==> src/rtl/tmr_pkg.sv <==
package tmr_pkg;
  localparam int DW = 8;
  localparam int AW = 3;

  localparam logic [AW-1:0] A_PRE  = 3'd0;
  localparam logic [AW-1:0] A_T1   = 3'd1;
  localparam logic [AW-1:0] A_T2   = 3'd2;
  localparam logic [AW-1:0] A_MODE = 3'd3;
  localparam logic [AW-1:0] A_SRC  = 3'd4;

  // mode register bit positions
  localparam int M_T2_STOP = 1;
  localparam int M_OUT_EN  = 2;
  localparam int M_POL     = 3;
  localparam int M_T2_WLO  = 4;
  localparam int M_TA_WLO  = 5;
  localparam int M_TA_STOP = 6;
  localparam logic [DW-1:0] MODE_MASK = 8'h7E;
  localparam logic [DW-1:0] SRC_MASK  = 8'h07;

  typedef enum logic [1:0] {
    T2_FROM_T1  = 2'b00,
    T2_FROM_DIV = 2'b01,
    T2_FROM_TA  = 2'b10,
    T2_NONE     = 2'b11
  } t2_src_e;
endpackage

==> src/rtl/tmr_downcnt.sv <==
module tmr_downcnt #(
  parameter int W = 8,
  parameter logic [W-1:0] RST_VAL = '1
) (
  input  logic         clk,
  input  logic         rst_n,
  input  logic         tick,
  input  logic         wr,
  input  logic         latch_only,
  input  logic [W-1:0] wdata,
  output logic [W-1:0] cnt,
  output logic [W-1:0] lat,
  output logic         uf
);
  logic load_cnt;
  assign load_cnt = wr && !latch_only;
  assign uf = tick && (cnt == '0) && !load_cnt;

  always_ff @(posedge clk) begin
    if (!rst_n) begin
      cnt <= RST_VAL;
      lat <= RST_VAL;
    end else begin
      if (wr) lat <= wdata;
      if (load_cnt)  cnt <= wdata;
      else if (tick) cnt <= (cnt == '0) ? lat : cnt - 1'b1;
    end
  end

  AST_RELOAD_FROM_LATCH: assert property (@(posedge clk) disable iff (!rst_n)
    (tick && cnt == '0 && !wr) |=> cnt == $past(lat));
  AST_DECREMENT: assert property (@(posedge clk) disable iff (!rst_n)
    (tick && cnt != '0 && !wr) |=> cnt == $past(cnt) - 1'b1);
  AST_WRITE_BOTH: assert property (@(posedge clk) disable iff (!rst_n)
    (wr && !latch_only) |=> (cnt == $past(wdata) && lat == $past(wdata)));
  AST_LATCH_ONLY_HOLDS: assert property (@(posedge clk) disable iff (!rst_n)
    (wr && latch_only && !tick) |=> $stable(cnt));
endmodule

==> src/rtl/tmr_toggle.sv <==
module tmr_toggle (
  input  logic clk,
  input  logic rst_n,
  input  logic en,
  input  logic out_valid,
  input  logic pol,
  input  logic uf,
  input  logic port_q,
  input  logic port_dir,
  output logic pin_out,
  output logic pin_oe
);
  logic tff;

  always_ff @(posedge clk) begin
    if (!rst_n)   tff <= 1'b1;
    else if (!en) tff <= !pol;
    else if (uf)  tff <= !tff;
  end

  assign pin_out = out_valid ? tff : port_q;
  assign pin_oe  = out_valid ? 1'b1 : port_dir;

  AST_START_LEVEL: assert property (@(posedge clk) disable iff (!rst_n)
    !en |=> tff == !$past(pol));
  AST_TOGGLE_ON_UF: assert property (@(posedge clk) disable iff (!rst_n)
    (en && uf) |=> tff == !$past(tff));
endmodule

==> src/rtl/tmr_unit.sv <==
module tmr_unit
  import tmr_pkg::*;
(
  input  logic          clk,
  input  logic          rst_n,
  input  logic [AW-1:0] bus_addr,
  input  logic          bus_wr,
  input  logic [DW-1:0] bus_wdata,
  output logic [DW-1:0] bus_rdata,
  input  logic          div16_tick,
  input  logic          sub_tick,
  input  logic          sysdiv_tick,
  input  logic          ta_uf,
  input  logic          port_q,
  input  logic          port_dir,
  output logic          pin_out,
  output logic          pin_oe,
  output logic          t1_irq,
  output logic          t2_irq,
  output logic          ta_stop,
  output logic          ta_wr_latch_only
);
  logic [DW-1:0] mode_q, src_q;
  logic [DW-1:0] pre_cnt, t1_cnt, t2_cnt;
  logic [DW-1:0] pre_lat, t1_lat, t2_lat;
  logic pre_tick, t1_tick, t2_tick;
  logic pre_uf, t1_uf, t2_uf;
  logic wr_pre, wr_t1, wr_t2;
  logic t2_stop, t2_run;
  t2_src_e t2_src;

  assign wr_pre = bus_wr && bus_addr == A_PRE;
  assign wr_t1  = bus_wr && bus_addr == A_T1;
  assign wr_t2  = bus_wr && bus_addr == A_T2;

  always_ff @(posedge clk) begin
    if (!rst_n) begin
      mode_q <= '0;
      src_q  <= '0;
    end else if (bus_wr) begin
      if (bus_addr == A_MODE) mode_q <= bus_wdata & MODE_MASK;
      if (bus_addr == A_SRC)  src_q  <= bus_wdata & SRC_MASK;
    end
  end

  assign t2_stop          = mode_q[M_T2_STOP];
  assign t2_run           = !t2_stop;
  assign ta_stop          = mode_q[M_TA_STOP];
  assign ta_wr_latch_only = mode_q[M_TA_WLO];
  assign t2_src           = t2_src_e'(src_q[2:1]);

  assign pre_tick = src_q[0] ? sub_tick : div16_tick;
  assign t1_tick  = pre_uf;

  always_comb begin
    unique case (t2_src)
      T2_FROM_T1:  t2_tick = t1_uf;
      T2_FROM_DIV: t2_tick = sysdiv_tick;
      T2_FROM_TA:  t2_tick = ta_uf;
      default:     t2_tick = 1'b0;
    endcase
    t2_tick = t2_tick && t2_run;
  end

  tmr_downcnt #(.W(DW)) u_pre (
    .clk(clk), .rst_n(rst_n), .tick(pre_tick), .wr(wr_pre), .latch_only(1'b0),
    .wdata(bus_wdata), .cnt(pre_cnt), .lat(pre_lat), .uf(pre_uf));

  tmr_downcnt #(.W(DW)) u_t1 (
    .clk(clk), .rst_n(rst_n), .tick(t1_tick), .wr(wr_t1), .latch_only(1'b0),
    .wdata(bus_wdata), .cnt(t1_cnt), .lat(t1_lat), .uf(t1_uf));

  tmr_downcnt #(.W(DW)) u_t2 (
    .clk(clk), .rst_n(rst_n), .tick(t2_tick), .wr(wr_t2),
    .latch_only(mode_q[M_T2_WLO]),
    .wdata(bus_wdata), .cnt(t2_cnt), .lat(t2_lat), .uf(t2_uf));

  tmr_toggle u_tog (
    .clk(clk), .rst_n(rst_n),
    .en(mode_q[M_OUT_EN] && t2_run), .out_valid(mode_q[M_OUT_EN]),
    .pol(mode_q[M_POL]), .uf(t2_uf),
    .port_q(port_q), .port_dir(port_dir),
    .pin_out(pin_out), .pin_oe(pin_oe));

  always_ff @(posedge clk) begin
    if (!rst_n) begin
      t1_irq <= 1'b0;
      t2_irq <= 1'b0;
    end else begin
      t1_irq <= t1_uf;
      t2_irq <= t2_uf;
    end
  end

  always_comb begin
    unique case (bus_addr)
      A_PRE:   bus_rdata = pre_cnt;
      A_T1:    bus_rdata = t1_cnt;
      A_T2:    bus_rdata = t2_cnt;
      A_MODE:  bus_rdata = mode_q;
      A_SRC:   bus_rdata = src_q;
      default: bus_rdata = '0;
    endcase
  end

  AST_T2_STOP_HOLDS: assert property (@(posedge clk) disable iff (!rst_n)
    (t2_stop && !wr_t2) |=> $stable(t2_cnt));
  AST_IRQ_FOLLOWS_UF: assert property (@(posedge clk) disable iff (!rst_n)
    t2_uf |=> t2_irq);
  AST_UNUSED_MODE_ZERO: assert property (@(posedge clk) disable iff (!rst_n)
    (bus_wr && bus_addr == A_MODE) |=> (mode_q[0] == 1'b0 && mode_q[7] == 1'b0));
endmodule

==> config.mk <==
export PLATFORM = sky130hd
export DESIGN_NAME = tmr_unit
export DESIGN_NICKNAME = d
export VERILOG_FILES = /design/src/rtl/tmr_pkg.sv /design/src/rtl/tmr_downcnt.sv /design/src/rtl/tmr_toggle.sv /design/src/rtl/tmr_unit.sv
export SDC_FILE = /design/constraint.sdc
export NUM_CORES = 1
export LEC_CHECK = 0
export BUFFER_PORTS_ARGS = -buffer_cell sky130_fd_sc_hd__clkbuf_2
export CAP_MARGIN = 10
export CORE_UTILIZATION = 55
export DETAILED_ROUTE_END_ITERATION = 8
export GPL_ROUTABILITY_DRIVEN = 0
export PLACE_DENSITY = 0.78
export SLEW_MARGIN = 0
export SYNTH_ARGS = -nofsm -noshare
export SYNTH_HDL_FRONTEND = slang
export SYNTH_SLANG_ARGS = --single-unit
export TNS_END_PERCENT = 1
==> constraint.sdc <==
create_clock -name clk -period 4.81 [get_ports clk]
set_clock_uncertainty 0.1 [all_clocks]
set_input_delay 0.7215 -clock clk [delete_from_list [all_inputs] [get_ports clk]]
set_output_delay 0.7215 -clock clk [all_outputs]
set_load 0.05 [all_outputs]
==> results of run 1 <==
[layout make-up]
type                    instances  share of cell area [%]
flip-flops and latches         60                    31.4
clock inverters                 4                    1.24
clock buffers                  12                    4.05
multi-input cells             321                    54.3
repair buffers                 37                    5.09
inverters                      15                    1.47
well taps                      75                    2.45
[through the flow]
| step | util [%] | cells | worst slack, ns | hold WS (ns) | cell area [um^2] |
|---|---|---|---|---|---|
| after detailed placement | 60.6 | 508 | 1.44 | 0.337 | 3630 |
| after global routing | 64.0 | 524 | 1.35 | 0.363 | 3830 |
| final | 64.0 | 524 | 1.56 | 0.351 | 3830 |
| after global placement | 60.6 | 508 | 1.51 | 0.331 | 3630 |
| after floorplan | - | 427 | 1.45 | 0.318 | 3470 |
| after CTS | 64.0 | 524 | 1.69 | 0.348 | 3830 |
[cell families (layout without fill, tap and decap cells)]
family | Yosys count | after routing | synth area share [%]
flip-flops | 60 | 60 | 34.6
multiplexers | 24 | 24 | 9.19
AND/OR/NAND/NOR | 184 | 184 | 27.6
AO/OA/AOI/OAI | 101 | 101 | 19.5
XOR/XNOR | 6 | 6 | 1.51
adder cells (fa/ha/maj) | 6 | 6 | 2.16
buffers and inverters | 46 | 68 | 5.48
[state kept, by name (all words and copies together), names as in the netlist]
name,count
mode_q,6
src_q,3
t1_irq,1
t2_irq,1
u_pre.cnt,8
u_pre.lat,8
u_t1.cnt,8
u_t1.lat,8
u_t2.cnt,8
u_t2.lat,8
u_tog.tff,1
[critical path, cell delays in order, from the launching register on]
cell and delay, ns:
dfxtp_1 0.38, nor4_1 0.74, nand3_1 0.64, o31ai_2 0.85, a311o_1 0.28, nand4_1 0.10
[final timing paths]
check | startpoint | cells past startpoint | slack [ns] | endpoint
worst max-delay path | u_t1.cnt[2] | 5 | 1.56 | u_t2.cnt[0]
worst max register to register | u_t1.cnt[2] | 5 | 1.56 | u_t2.cnt[0]
worst min-delay path | u_pre.lat[4] | 2 | 0.35 | u_pre.lat[4]
worst min register to register | u_pre.lat[4] | 2 | 0.35 | u_pre.lat[4]
[cells in the mapped netlist, types with 3 or more instances]
master,instances,area [um^2]
or3b_2,3,26.3
o21ai_0,32,160
mux2_2,3,33.8
clkbuf_1,24,90.1
mux4_2,6,135
a211oi_1,5,37.5
a31oi_1,3,18.8
a21oi_1,26,130
nand2b_1,5,31.3
ha_1,6,75.1
mux2i_1,15,150
nor3b_1,3,22.5
or2_2,3,18.8
a2bb2oi_1,3,26.3
dfxtp_1,60,1200
buf_1,3,11.3
xnor2_1,5,43.8
nand3_1,11,55.1
nand2_1,49,184
nor2_1,45,169
o32ai_1,4,35.0
a2111oi_1,5,50.1
nor2b_1,12,75.1
inv_1,14,52.6
nor4_1,9,56.3
nor3_1,20,100
[power by group]
part           switching (mW)  internal, mW
sequential             0.0195         0.514
combinational          0.0948        0.0510
clock                   0.202         0.266
total                   0.316         0.831
[routing by layer]
layer	global-route usage, %	share of wire [%]	up-vias
li1	-	-	1581
met1	41.1	44	1565
met2	47.5	46	159
met3	5.67	8.2	20
met4	12.5	2.0	0
met5	0	0	-
==> metrics.txt, run 1 <==
# TYPE chip_impl_metric gauge
chip_impl_metric{name="power_density",unit="nW/um^2"} 299
chip_impl_metric{name="synth-edff-count",unit=""} 0
chip_impl_metric{name="multiInputGateArea",unit="um^2"} 2080
chip_impl_metric{name="drive_above_1_share",unit="%"} 17.8
chip_impl_metric{name="grt_pass1_vias",unit=""} 3010
chip_impl_metric{name="worst_slew_margin_rel",unit="%"} 30.4
chip_impl_metric{name="synth_cell_types",unit=""} 65
chip_impl_metric{name="grt_first_pass_wirelength",unit="um"} 14900
chip_impl_metric{name="first_pass_iters",unit=""} 4
chip_impl_metric{name="final.fill_count",unit=""} 546
chip_impl_metric{name="timing.critical_path.fanout_max",unit=""} 12
chip_impl_metric{name="globalRouteOverflowTotal",unit=""} 0
chip_impl_metric{name="cts_setup_buffers",unit=""} 0
chip_impl_info{name="unrepaired_setup_endpoints_after_global_routing",value="false"} 1
chip_impl_info{name="ys_dominant_reg_cell",value="dfxtp_1"} 1
chip_impl_metric{name="ys_ff_latch",unit=""} 60
chip_impl_metric{name="drt-vias-per-instance",unit=""} 6.35
chip_impl_metric{name="timing_max_transition_violations_final",unit=""} 0
chip_impl_metric{name="post_cts_resize_count",unit=""} 0
chip_impl_metric{name="post_synth_inst_count",unit=""} 427
chip_impl_metric{name="start_util",unit="%"} 58.0
chip_impl_info{name="cts_tree",value="yes"} 1
chip_impl_metric{name="detail_route_antenna_nets",unit=""} 0
chip_impl_metric{name="minimum_clock_period_after_layout",unit="ns"} 3.25
chip_impl_metric{name="cts.sinks",unit=""} 60
chip_impl_metric{name="clock.fmax",unit="MHz"} 308
chip_impl_metric{name="worst_skew_pair.late_latency",unit="ns"} 0.34
chip_impl_metric{name="core",unit="um^2"} 5990
chip_impl_metric{name="drt-initial-drc-count",unit=""} 231
chip_impl_metric{name="die-width",unit="um"} 81.5
chip_impl_info{name="final_common_cell",value="dfxtp_1"} 1
chip_impl_metric{name="synthArstFlopShare",unit="%"} 0
chip_impl_metric{name="n_antenna_cell",unit=""} 0
chip_impl_metric{name="worst-endpoint-arrival",unit="ns"} 3.34
chip_impl_info{name="end_kind",value="register"} 1
chip_impl_metric{name="post_synth_instance_area",unit="um^2"} 3470
chip_impl_metric{name="routed_wire_length_per_instance",unit="um"} 17.6
chip_impl_metric{name="finalPower",unit="mW"} 1.15
chip_impl_metric{name="num_vias",unit=""} 3325
chip_impl_info{name="most-common-layout-cells",value="60 x dfxtp_1, 49 x nand2_1, 45 x nor2_1, 33 x clkbuf_2, 32 x o21ai_0"} 1
chip_impl_metric{name="flip_flop_and_latch_area",unit="um^2"} 1200
chip_impl_metric{name="place.detailed.hpwl",unit="um"} 6480
chip_impl_metric{name="vdd_ir_drop_max",unit="uV"} 234
chip_impl_metric{name="postRouteWirelength",unit="um"} 9250
chip_impl_metric{name="layout_worst_path_cycle_share",unit="%"} 67.5
chip_impl_metric{name="numCtsBuffers",unit=""} 9
chip_impl_info{name="hp-class",value="reg2reg"} 1
chip_impl_metric{name="path_clk_slew",unit="ns"} 0.07
chip_impl_metric{name="cellLeakagePower",unit="nW"} 1.66
chip_impl_metric{name="floorplan.die_area",unit="um^2"} 6640
chip_impl_metric{name="grt_antenna_before_repair",unit=""} 0
chip_impl_metric{name="synth_sequential_area_ratio",unit="%"} 34.6
chip_impl_metric{name="cts_buffer_depth",unit=""} 2
chip_impl_metric{name="syn-num-nets",unit=""} 453
chip_impl_metric{name="final.setup.tns",unit="ns"} 0
chip_impl_metric{name="design.portCount",unit=""} 34
chip_impl_metric{name="number_of_buffers_inserted_by_port_buffering",unit=""} 33
chip_impl_metric{name="area_delta_synth_final",unit="%"} 10.3
chip_impl_metric{name="yosysWarnings",unit=""} 0
chip_impl_metric{name="hold_buffers",unit=""} 0
chip_impl_metric{name="grt_max_degree",unit=""} 27
chip_impl_info{name="ctsRootBufferMaster",value="clkbuf_8"} 1
chip_impl_metric{name="die_height",unit="um"} 81.5
chip_impl_metric{name="worst_slew_pin_slew",unit="ns"} 1.03
chip_impl_metric{name="drt_drc_violations_left",unit=""} 0
chip_impl_metric{name="row_count",unit=""} 28
chip_impl_metric{name="setup_violations",unit=""} 0
chip_impl_metric{name="h-tree-depth",unit=""} 3
chip_impl_metric{name="finalHoldViolations",unit=""} 0
chip_impl_info{name="result_of_the_run",value="finished, final reports clean"} 1
chip_impl_metric{name="grtUsageTotal",unit="%"} 30.4
chip_impl_info{name="criticalPathCategory",value="reg2reg"} 1
chip_impl_info{name="start_kind",value="register"} 1
chip_impl_metric{name="maxcap_violations",unit=""} 0
chip_impl_metric{name="finish.net_count",unit=""} 470
chip_impl_metric{name="cp.required",unit="ns"} 4.90
chip_impl_metric{name="mean_instance_size_in_the_synthesized_netlist",unit="um^2"} 8.13
Note: power is estimated with default switching activity, not from simulation.
==> inputs of run 2 (changes only) <==
==> constraint.sdc (replaced) <==
create_clock -name clk -period 3.1 [get_ports clk]
set_clock_uncertainty 0.1 [all_clocks]
set_input_delay 0.465 -clock clk [delete_from_list [all_inputs] [get_ports clk]]
set_output_delay 0.465 -clock clk [all_outputs]
set_load 0.05 [all_outputs]
==> run 2 against run 1 <==
- sequential share of layout area shrank 0.71 points
- largest power group unchanged
- sequential power grew 55%
- combinational power grew 60%
- clock power grew 72%
- die area is the same
- routed wire length grew 1.6%
==> metrics.txt, run 2 (same netlist as run 1, synthesis figures left out) <==
# TYPE chip_impl_metric gauge
chip_impl_metric{name="design.portCount",unit=""} 34
chip_impl_metric{name="n_antenna_cell",unit=""} 0
chip_impl_metric{name="p_sw_share",unit="%"} 28.3
chip_impl_metric{name="start_util",unit="%"} 58.0
chip_impl_metric{name="cts.sinks",unit=""} 60
chip_impl_metric{name="setup_violations",unit=""} 0
chip_impl_metric{name="layout_worst_path_cycle_share",unit="%"} 88.8
chip_impl_metric{name="cts_buffer_depth",unit=""} 2
chip_impl_info{name="most-common-layout-cells",value="60 x dfxtp_1, 49 x nand2_1, 45 x nor2_1, 33 x clkbuf_2, 32 x o21ai_0"} 1
chip_impl_metric{name="worst_slew_margin_rel",unit="%"} 46.0
chip_impl_metric{name="maxcap_violations",unit=""} 0
chip_impl_metric{name="hold_slack",unit="ns"} 0.326
chip_impl_metric{name="core",unit="um^2"} 5990
chip_impl_metric{name="grt_max_degree",unit=""} 27
chip_impl_metric{name="vdd_ir_drop_max",unit="uV"} 387
chip_impl_metric{name="worst_slew_pin_slew",unit="ns"} 0.808
chip_impl_metric{name="timing_max_transition_violations_final",unit=""} 0
chip_impl_info{name="hp-class",value="in2reg"} 1
chip_impl_metric{name="detail_route_antenna_nets",unit=""} 0
chip_impl_metric{name="finalPower",unit="mW"} 1.86
chip_impl_metric{name="path_clk_slew",unit="ns"} 0.08
chip_impl_metric{name="grt_pass1_vias",unit=""} 3065
chip_impl_metric{name="grt_antenna_before_repair",unit=""} 0
chip_impl_metric{name="grt_first_pass_wirelength",unit="um"} 15400
chip_impl_metric{name="area_delta_synth_final",unit="%"} 12.9
chip_impl_metric{name="hold_buffers",unit=""} 0
chip_impl_metric{name="cellLeakagePower",unit="nW"} 1.71
chip_impl_metric{name="internal_power",unit="mW"} 1.34
chip_impl_metric{name="first_pass_iters",unit=""} 7
chip_impl_metric{name="postRouteWirelength",unit="um"} 9400
chip_impl_metric{name="die-width",unit="um"} 81.5
chip_impl_info{name="unrepaired_setup_endpoints_after_global_routing",value="false"} 1
chip_impl_metric{name="final.fill_count",unit=""} 492
chip_impl_metric{name="fin_ws",unit="ns"} 0.347
chip_impl_metric{name="power_density",unit="nW/um^2"} 476
chip_impl_metric{name="worst-endpoint-arrival",unit="ns"} 2.89
chip_impl_metric{name="place_inst",unit=""} 517
chip_impl_metric{name="multiInputGateArea",unit="um^2"} 2080
chip_impl_info{name="start_kind",value="register"} 1
chip_impl_metric{name="drive_above_1_share",unit="%"} 19.7
chip_impl_metric{name="combinationalPowerShare",unit="%"} 12.5
chip_impl_info{name="ctsRootBufferMaster",value="clkbuf_8"} 1
chip_impl_info{name="criticalPathCategory",value="reg2reg"} 1
chip_impl_info{name="end_kind",value="register"} 1
chip_impl_metric{name="cp.required",unit="ns"} 3.23
chip_impl_metric{name="num_vias",unit=""} 3326
chip_impl_metric{name="numCtsBuffers",unit=""} 9
chip_impl_metric{name="final.setup.tns",unit="ns"} 0
chip_impl_metric{name="post_cts_resize_count",unit=""} 0
chip_impl_info{name="final_common_cell",value="dfxtp_1"} 1
chip_impl_metric{name="drt-vias-per-instance",unit=""} 6.24
chip_impl_metric{name="place.detailed.hpwl",unit="um"} 6590
chip_impl_metric{name="routed_wire_length_per_instance",unit="um"} 17.6
chip_impl_metric{name="power_frac_seq",unit="%"} 44.4
chip_impl_metric{name="finish.net_count",unit=""} 479
chip_impl_metric{name="flip_flop_and_latch_area",unit="um^2"} 1200
chip_impl_metric{name="h-tree-depth",unit=""} 3
chip_impl_metric{name="p_sw",unit="mW"} 0.528
chip_impl_metric{name="finalHoldViolations",unit=""} 0
chip_impl_metric{name="worst_skew_pair.late_latency",unit="ns"} 0.36
chip_impl_metric{name="pwr-share-clk",unit="%"} 43.1
chip_impl_metric{name="die_height",unit="um"} 81.5
chip_impl_metric{name="floorplan.die_area",unit="um^2"} 6640
chip_impl_metric{name="final_cells",unit=""} 533
chip_impl_metric{name="drt-initial-drc-count",unit=""} 272
chip_impl_metric{name="grtUsageTotal",unit="%"} 31.3
chip_impl_metric{name="globalRouteOverflowTotal",unit=""} 0
chip_impl_metric{name="drt_drc_violations_left",unit=""} 0
chip_impl_metric{name="minimum_clock_period_after_layout",unit="ns"} 2.75
chip_impl_metric{name="clock.fmax",unit="MHz"} 363
chip_impl_metric{name="cts_setup_buffers",unit=""} 0
chip_impl_info{name="cts_tree",value="yes"} 1
chip_impl_metric{name="timing.critical_path.fanout_max",unit=""} 12
chip_impl_metric{name="pre_cts_slack",unit="ns"} 0.456
chip_impl_metric{name="number_of_buffers_inserted_by_port_buffering",unit=""} 33
chip_impl_metric{name="row_count",unit=""} 28
chip_impl_info{name="result_of_the_run",value="finished, final reports clean"} 1
==> run 2: power by group through the flow <==
stage	combinational, mW	clock, mW	sequential, mW
after floorplan	0.166	0	0.834
after global placement	0.228	0	0.842
after detailed placement	0.231	0	0.843
after CTS	0.233	0.812	0.825
after global routing	0.254	0.845	0.830
final	0.234	0.803	0.827
==> run 2: path summary, 6_finish.rpt <==
kind,startpoint,to,slack (ns),cells past startpoint
worst min-delay path,bus_wdata[7],u_t2.lat[7],0.33,3
worst max-delay path,u_t1.cnt[2],u_t2.cnt[5],0.35,5
worst min register to register,u_t1.lat[7],u_t1.lat[7],0.35,2
worst max register to register,u_t1.cnt[2],u_t2.cnt[5],0.35,5
==> run 2: routing by layer <==
| metal | routed length (um) | track usage, % |
|---|---|---|
| met4 | 257 | 12.3 |
| met3 | 798 | 8.44 |
| met1 | 4020 | 42.3 |
| met5 | 0 | 0 |
| met2 | 4320 | 47.0 |
==> run 2: area by class of cell <==
cell class | instances | area share [%]
clock buffers | 9 | 3.16
multi-input cells | 321 | 53.1
clock inverters | 7 | 2.55
inverters | 15 | 1.44
well taps | 75 | 2.39
flip-flops and latches | 60 | 30.6
repair buffers | 46 | 6.70
==> run 2: critical path, cell delays in order, from the launching register on <==
cell and delay (ns):
dfxtp_1 0.39, nor4_1 0.61, nand3_1 0.55, o31a_4 0.53, nor4_1 0.34, nor3_1 0.10
==> run 2: per-stage QoR <==
stage | instance area, um^2 | utilization, %
CTS | 3920 | 65.4
floorplan | 3470 | -
detailed placement | 3700 | 61.7
global route | 3920 | 65.4
finish | 3920 | 65.4
global placement | 3700 | 61.7
